<file path="src/rtl/xbuf_pkg.sv">
// Package: shared types for the transpose buffer sequencer.
// Assumes: three controller states are enough; encoding is free.
package xbuf_pkg;

    typedef enum logic [1:0] {
        ST_IDLE  = 2'd0,
        ST_WRITE = 2'd1,
        ST_READ  = 2'd2
    } xbuf_state_e;

endpackage

</file>
<file path="src/rtl/xbuf_len_reg.sv">
// Module: xbuf_len_reg
// Captures the size code when a request is accepted and turns it into
// the counter limit (size minus one).
// Assumes: size for code g is MIN_LEN << g, clipped at MAX_LEN.
module xbuf_len_reg #(
    parameter int MIN_LEN = 4,
    parameter int MAX_LEN = 32,
    parameter int CODE_W  = 2,
    parameter int CNT_W   = 5
) (
    input  logic              clk,
    input  logic              rst_n,
    input  logic              load,
    input  logic [CODE_W-1:0] code_in,
    output logic [CNT_W-1:0]  cnt_max
);
    localparam int NUM_CODES = 1 << CODE_W;

    logic [CODE_W-1:0] code_q;
    logic [CNT_W-1:0]  max_tab [NUM_CODES];

    // Build one limit per code at elaboration.
    for (genvar g = 0; g < NUM_CODES; g++) begin : g_lim
        localparam int RAW = MIN_LEN << g;
        localparam int LEN = (RAW > MAX_LEN) ? MAX_LEN : RAW;
        assign max_tab[g] = CNT_W'(LEN - 1);
    end

    // Hold the accepted size code until the next accepted request.
    always_ff @(posedge clk) begin
        if (!rst_n) begin
            code_q <= '0;
        end else if (load) begin
            code_q <= code_in;
        end
    end

    // Look up the limit for the held code.
    assign cnt_max = max_tab[code_q];

    // the captured size only moves on an accepted request.
    a_r10_len_held: assert property (@(posedge clk) disable iff (!rst_n)
        !load |=> $stable(code_q));

endmodule

</file>
<file path="src/rtl/xbuf_counter.sv">
// Module: xbuf_counter
// Phase counter shared by the write and read phases.
// Assumes: clr has priority over inc; the FSM never increments past max.
module xbuf_counter #(
    parameter int CNT_W = 5
) (
    input  logic             clk,
    input  logic             rst_n,
    input  logic             clr,
    input  logic             inc,
    input  logic [CNT_W-1:0] max_val,
    output logic [CNT_W-1:0] cnt,
    output logic             at_max
);
    // Clear on phase change, otherwise step when asked.
    always_ff @(posedge clk) begin
        if (!rst_n) begin
            cnt <= '0;
        end else if (clr) begin
            cnt <= '0;
        end else if (inc) begin
            cnt <= cnt + 1'b1;
        end
    end

    // Flag the last cycle of the current phase.
    assign at_max = (cnt == max_val);

    // a step is only ever asked for below the limit.
    a_r5_no_overrun: assert property (@(posedge clk) disable iff (!rst_n)
        inc |-> (cnt < max_val));

    // a plain step raises the count by exactly one.
    a_r5_step_one: assert property (@(posedge clk) disable iff (!rst_n)
        (inc && !clr) |=> (cnt == $past(cnt) + 1'b1));

endmodule

</file>
<file path="src/rtl/xbuf_fsm.sv">
// Module: xbuf_fsm
// Three-state sequencer: idle, row write, column read.
// Assumes: requests are sampled only in idle or on the last read cycle.
module xbuf_fsm
    import xbuf_pkg::*;
(
    input  logic        clk,
    input  logic        rst_n,
    input  logic        start,
    input  logic        at_max,
    output xbuf_state_e state,
    output logic        cnt_clr,
    output logic        cnt_inc,
    output logic        len_load
);
    xbuf_state_e state_nx;

    // Next state and counter control.
    always_comb begin
        state_nx = state;
        cnt_clr  = 1'b0;
        cnt_inc  = 1'b0;
        len_load = 1'b0;
        unique case (state)
            ST_IDLE: begin
                if (start) begin
                    state_nx = ST_WRITE;
                    cnt_clr  = 1'b1;
                    len_load = 1'b1;
                end
            end
            ST_WRITE: begin
                if (at_max) begin
                    state_nx = ST_READ;
                    cnt_clr  = 1'b1;
                end else begin
                    cnt_inc = 1'b1;
                end
            end
            ST_READ: begin
                if (at_max) begin
                    cnt_clr = 1'b1;
                    if (start) begin
                        state_nx = ST_WRITE;
                        len_load = 1'b1;
                    end else begin
                        state_nx = ST_IDLE;
                    end
                end else begin
                    cnt_inc = 1'b1;
                end
            end
            default: begin
                state_nx = ST_IDLE;
                cnt_clr  = 1'b1;
            end
        endcase
    end

    // State register.
    always_ff @(posedge clk) begin
        if (!rst_n) begin
            state <= ST_IDLE;
        end else begin
            state <= state_nx;
        end
    end

    // a request in idle opens the write phase.
    a_r3_start_to_write: assert property (@(posedge clk) disable iff (!rst_n)
        (state == ST_IDLE && start) |=> (state == ST_WRITE));

    // the write phase hands over straight to the read phase.
    a_r6_write_to_read: assert property (@(posedge clk) disable iff (!rst_n)
        (state == ST_WRITE && at_max) |=> (state == ST_READ));

    // a request on the last read cycle chains into a new write.
    a_r8_chain: assert property (@(posedge clk) disable iff (!rst_n)
        (state == ST_READ && at_max && start) |=> (state == ST_WRITE));

    // a mid-phase request does not disturb the phase.
    a_r9_ignore_mid: assert property (@(posedge clk) disable iff (!rst_n)
        (state != ST_IDLE && !at_max) |=> (state == $past(state)));

endmodule

</file>
<file path="src/rtl/xbuf_addr.sv">
// Module: xbuf_addr
// Turns state and count into write/read strobes and addresses.
// Assumes: buffer holds STRIDE x STRIDE elements, column-major reads.
module xbuf_addr
    import xbuf_pkg::*;
#(
    parameter int CNT_W = 5
) (
    input  xbuf_state_e        state,
    input  logic [CNT_W-1:0]   cnt,
    output logic               wr_en,
    output logic [CNT_W-1:0]   wr_addr,
    output logic [2*CNT_W-1:0] rd_addr,
    output logic               valid
);
    // Decode strobes and gate addresses to zero outside their phase.
    always_comb begin
        wr_en   = (state == ST_WRITE);
        valid   = (state == ST_READ);
        wr_addr = wr_en ? cnt : '0;
        rd_addr = valid ? {cnt, {CNT_W{1'b0}}} : '0;
    end

    // write and read strobes are exclusive.
    always_comb begin
        a_r11_exclusive: assert (!(wr_en && valid));
    end

endmodule

</file>
<file path="src/rtl/xpose_seq_ctrl.sv">
// Module: xpose_seq_ctrl (top)
// Controller for a folded row-column transform: write N row results,
// then read N columns, N taken from the size code on the request.
// Assumes: MAX_LEN is a power of two; buffer arithmetic lives elsewhere.
module xpose_seq_ctrl
    import xbuf_pkg::*;
#(
    parameter int MIN_LEN = 4,
    parameter int MAX_LEN = 32,
    parameter int CODE_W  = 2,
    localparam int CNT_W  = $clog2(MAX_LEN),
    localparam int RA_W   = 2 * CNT_W
) (
    input  logic              clk,
    input  logic              rst_n,
    input  logic              start_i,
    input  logic [CODE_W-1:0] len_code_i,
    output logic              wr_en_o,
    output logic [CNT_W-1:0]  wr_addr_o,
    output logic [RA_W-1:0]   rd_addr_o,
    output logic              out_valid_o
);
    xbuf_state_e      state;
    logic             cnt_clr;
    logic             cnt_inc;
    logic             len_load;
    logic             at_max;
    logic [CNT_W-1:0] cnt;
    logic [CNT_W-1:0] cnt_max;

    xbuf_len_reg #(
        .MIN_LEN (MIN_LEN),
        .MAX_LEN (MAX_LEN),
        .CODE_W  (CODE_W),
        .CNT_W   (CNT_W)
    ) u_len (
        .clk     (clk),
        .rst_n   (rst_n),
        .load    (len_load),
        .code_in (len_code_i),
        .cnt_max (cnt_max)
    );

    xbuf_counter #(
        .CNT_W (CNT_W)
    ) u_cnt (
        .clk     (clk),
        .rst_n   (rst_n),
        .clr     (cnt_clr),
        .inc     (cnt_inc),
        .max_val (cnt_max),
        .cnt     (cnt),
        .at_max  (at_max)
    );

    xbuf_fsm u_fsm (
        .clk      (clk),
        .rst_n    (rst_n),
        .start    (start_i),
        .at_max   (at_max),
        .state    (state),
        .cnt_clr  (cnt_clr),
        .cnt_inc  (cnt_inc),
        .len_load (len_load)
    );

    xbuf_addr #(
        .CNT_W (CNT_W)
    ) u_addr (
        .state   (state),
        .cnt     (cnt),
        .wr_en   (wr_en_o),
        .wr_addr (wr_addr_o),
        .rd_addr (rd_addr_o),
        .valid   (out_valid_o)
    );

    // reset forces both strobes low in the next cycle.
    a_r1_reset_quiet: assert property (@(posedge clk)
        !rst_n |=> (!wr_en_o && !out_valid_o));

    // from idle, nothing starts without a request.
    a_r2_idle_hold: assert property (@(posedge clk) disable iff (!rst_n)
        (!wr_en_o && !out_valid_o && !start_i) |=> (!wr_en_o && !out_valid_o));

    // the read phase never precedes a write phase directly from idle.
    a_r6_read_after_write: assert property (@(posedge clk) disable iff (!rst_n)
        $rose(out_valid_o) |-> $past(wr_en_o));

endmodule

</file>
<file path="config.mk">
export PLATFORM = sky130hd
export DESIGN_NAME = xpose_seq_ctrl
export DESIGN_NICKNAME = d
export VERILOG_FILES = /design/src/rtl/xbuf_pkg.sv /design/src/rtl/xbuf_len_reg.sv /design/src/rtl/xbuf_counter.sv /design/src/rtl/xbuf_fsm.sv /design/src/rtl/xbuf_addr.sv /design/src/rtl/xpose_seq_ctrl.sv
export SDC_FILE = /design/constraint.sdc
export NUM_CORES = 1
export LEC_CHECK = 0
export ABC_AREA = 1
export BUFFER_PORTS_ARGS = -buffer_cell sky130_fd_sc_hd__buf_4
export CORE_UTILIZATION = 49
export DETAILED_ROUTE_END_ITERATION = 10
export GPL_ROUTABILITY_DRIVEN = 0
export PLACE_DENSITY = 0.76
export SETUP_SLACK_MARGIN = 0.1
export SLEW_MARGIN = 20
export SYNTH_ARGS = -nofsm -noshare
export SYNTH_HDL_FRONTEND = slang
export SYNTH_HIERARCHICAL = 1
export SYNTH_SLANG_ARGS = --single-unit
</file>
<file path="constraint.sdc">
create_clock -name clk -period 1.7 [get_ports clk]
set_input_delay 0.34 -clock clk [delete_from_list [all_inputs] [get_ports clk]]
set_output_delay 0.34 -clock clk [all_outputs]
set_load 0.01 [all_outputs]
</file>
==> qor.csv <==
stage;metric;value;unit
status;outcome;completed;
final_layout;layout cells sized above 1;27.2;%
global_routing;overall overflow remaining after global route;0;
worst_setup_path;data required time of the critical path;1900;ps
detailed_routing;final WL;1560;µm
power_and_ir_drop;Net Sw Frac;45.6;%
synthesis;Syn Area/Cell;5.99;µm²
worst_setup_path;setup slack of the most critical reg-to-reg path;130;ps
clock_network;TritonCTS clock tree;yes;
global_routing;wire length of the first global-routing pass;2630;µm
power_and_ir_drop;P_int;0.687;mW
hold_path;worst min path class;in -> reg;
detailed_routing;routed wirelength normalized by instance count;9.60;µm
power_and_ir_drop;static leakage;0.499;nW
sta;Hold Violations, Final;0;
detailed_routing;number of routed nets with antenna violations;0;
clock_network;clock buffer count from CTS;3;
power_and_ir_drop;Clk pwr share;13.7;%
global_routing;pin count of the biggest net entering global routing;7;
flow_run;max-cap check violation count;0;
sta;max-slew violation total from the final report;0;
final_layout;n_diodes;0;
detailed_routing;1st-pass router iterations;4;
synthesis;Cell Area, Synth;748;µm²
clock_network;largest buffer count on any clock path;2;
synthesis;Unique masters post-synth;16;
synthesis;number of synthesis warnings;6;
worst_setup_path;highest-delay cell along the critical path;dfxtp_2;
sta;setup-violating endpoint count in the final report;0;
placed_design;count of port buffers added during placement;16;
floorplan;vertical extent of the die;41.1;µm
power_and_ir_drop;Gate power share;60.7;%
global_routing;total global-route track usage;24.6;%
clock_network;register clock-pin slew on the reported worst setup and hold paths;70;ps
floorplan;Row Count;13;
worst_setup_path;type of the worst setup path;reg -> reg;
clock_network;root cell of the clock tree;clkbuf_4;
global_routing;number of antenna violations at the first check in global routing;0;
worst_setup_path;CP Max Fanout;6;
placed_design;detailed placer's ending HPWL;1200;µm
sta;timing-limited maximum frequency;637;MHz
final_layout;layout overhead on the synthesized area;26.1;%
floorplan;starting density of the core;54.8;%
worst_setup_path;path depth of the worst reg2reg path;11;
sta;clock period minus final worst setup slack;1570;ps
synthesis;Yosys reg bits;9;
clock_network;CTS sink cnt;9;
power_and_ir_drop;sequential group share of total power;25.6;%
detailed_routing;via count;727;
sta;setup repair after global routing missed its margin;true;
power_and_ir_drop;net switching power;0.577;mW
worst_setup_path;largest incremental delay on the critical path;330;ps
floorplan;DIE AREA;1690;µm²
global_routing;via count of the first global-routing pass;654;
sta;setup TNS;0;ps
detailed_routing;drt via density;4.49;
hold_path;Min-Delay Path Depth;3;
floorplan;Die W;41.1;µm
floorplan;area of the core region;1370;µm²
sta;Post-Route Skew;2.54;ps
power_and_ir_drop;power per cell area;1340;nW/µm²
worst_setup_path;R2R Path Start;u_len/code_q[0];
synthesis;share of the yosys chip area belonging to registers;24.1;%
hold_path;launch instance of the worst min-delay path;rst_n;
worst_setup_path;data arrival time of the critical path;1770;ps
clock_network;insertion delay to the later sink of the worst-skew pair;270;ps
sta;post-route worst hold slack;329;ps
worst_setup_path;chain of cells forming the critical path;or2_1 > xnor2_1 > nand3_1 > nor2_2 > nor2_1 > buf_4 > nand2_4 > nor2_2 > nand2_1 > nand2_1 > nor2_1;
worst_setup_path;worst reg2reg endpoint;u_cnt/cnt[4];
worst_setup_path;endpoint class of the critical path;flop;
final_layout;final net count;159;
hold_path;end point of the most critical hold path;u_len/code_q[0];
synthesis;Post-Syn Instances;125;
floorplan;top-level port count;22;
power_and_ir_drop;VDD IR max;0.777;mV
sta;share of the cycle needed by the critical path after routing;92.3;%
detailed_routing;DR iter-0 viols;20;
worst_setup_path;Critical Path Start Type;flop;
clock_network;number of H-tree levels;1;
detailed_routing;Post-route DRC;0;
area by class of cell:
class | instances | area, µm²
multi-input combinational | 88 | 460
tap | 15 | 18.8
timing repair buffer | 21 | 161
inverter | 25 | 93.8
clock buffer | 4 | 26.3
fill | 115 | 423
sequential | 9 | 183
sequential cells by signal (all words and copies together) (netlist names):
| signal | flops |
|---|---|
| u_cnt/cnt | 5 |
| u_fsm/state | 2 |
| u_len/code_q | 2 |
critical path, delay by kind of cell (launching register included):
kind	cells	cell delay [ps]
simple gates	9	860
flops	1	330
xor+xnor	1	160
buf+inv	1	160
how the worst max path moves through the flow:
stage                          from              end  slack, ps  depth (start not counted)
global placement    u_len/code_q[1]  u_len/code_q[0]        150                         10
CTS                 u_len/code_q[1]  u_len/code_q[1]        120                         10
finish              u_len/code_q[0]     u_cnt/cnt[4]        130                         11
detailed placement  u_len/code_q[1]     u_cnt/cnt[2]         90                          9
global route        u_len/code_q[0]  u_len/code_q[1]          3                         10
floorplan           u_len/code_q[1]  u_len/code_q[1]        160                          9
cell usage in the layout (no fill, tap or decap), types with 2 or more instances in the layout:
cell type	n
o21ai_1	2
o21ai_2	2
dfxtp_2	2
nor2_2	3
inv_1	24
nand2_1	26
dfxtp_1	7
clkbuf_4	3
nor2_1	25
ha_1	6
xnor2_1	3
nand2_2	5
a21oi_1	4
buf_4	20
conb_1	7
timing repair:
| action | in CTS | in global routing |
|---|---|---|
| endpoints found under the setup margin | 6 | 8 |
| resized for setup | 2 | 13 |
| buffers inserted | 0 | 0 |
| hold buffers | 0 | 0 |
| pin swaps | 0 | 9 |
through the flow:
| step | utilization [%] | std cells | total power, mW | instance area, µm² | worst slack (ps) |
|---|---|---|---|---|---|
| floorplan | - | 130 | 0.806 | 767 | 161 |
| global placement | 64.7 | 158 | 0.988 | 883 | 147 |
| detailed placement | 64.7 | 158 | 1.03 | 883 | 88.3 |
| CTS | 66.9 | 162 | 1.22 | 915 | 122 |
| global route | 69.0 | 162 | 1.40 | 943 | 2.84 |
| finish | 69.0 | 162 | 1.26 | 943 | 130 |
synthesized netlist by cell type:
| cell type | n | share of area [%] |
|---|---|---|
| nor2_2 | 2 | 1.7 |
| or2_1 | 1 | 0.84 |
| nand2_2 | 4 | 3.3 |
| xnor2_1 | 3 | 3.5 |
| ha_1 | 6 | 10 |
| nand2_1 | 28 | 14 |
| inv_2 | 1 | 0.50 |
| dfxtp_1 | 9 | 24 |
| a21oi_1 | 4 | 2.7 |
| conb_1 | 2 | 1.0 |
| nand3_1 | 1 | 0.67 |
| nor2_1 | 27 | 14 |
| buf_4 | 8 | 8.0 |
| nand3_2 | 1 | 1.3 |
| inv_1 | 24 | 12 |
| o21ai_0 | 4 | 2.7 |
power groups by stage:
stage / Sequential [mW] / Combinational (mW) / Clock (mW)
after floorplan: 0.337 / 0.469 / 0
after global placement: 0.319 / 0.669 / 0
after detailed placement: 0.327 / 0.699 / 0
after CTS: 0.321 / 0.716 / 0.179
after global routing: 0.330 / 0.878 / 0.191
final: 0.324 / 0.767 / 0.173
logic make-up (layout without fill, tap and decap cells):
group | Yosys count | count (layout) | share of synthesized area [%]
other | 2 | 7 | 1.00
AND/OR/NAND/NOR | 64 | 64 | 35.5
flip-flops | 9 | 9 | 24.1
XOR/XNOR | 3 | 3 | 3.51
AO/OA/AOI/OAI | 8 | 8 | 5.35
buffers and inverters | 33 | 50 | 20.6
adder cells (fa/ha/maj) | 6 | 6 | 10.0
routing by layer:
layer / share of wire [%] / global-route usage, %
met5: 0 / 0
met4: 0.90 / 16.7
met3: 2.4 / 4.89
met2: 50 / 38.3
met1: 47 / 29.9
(Power assumes the default switching activity.)
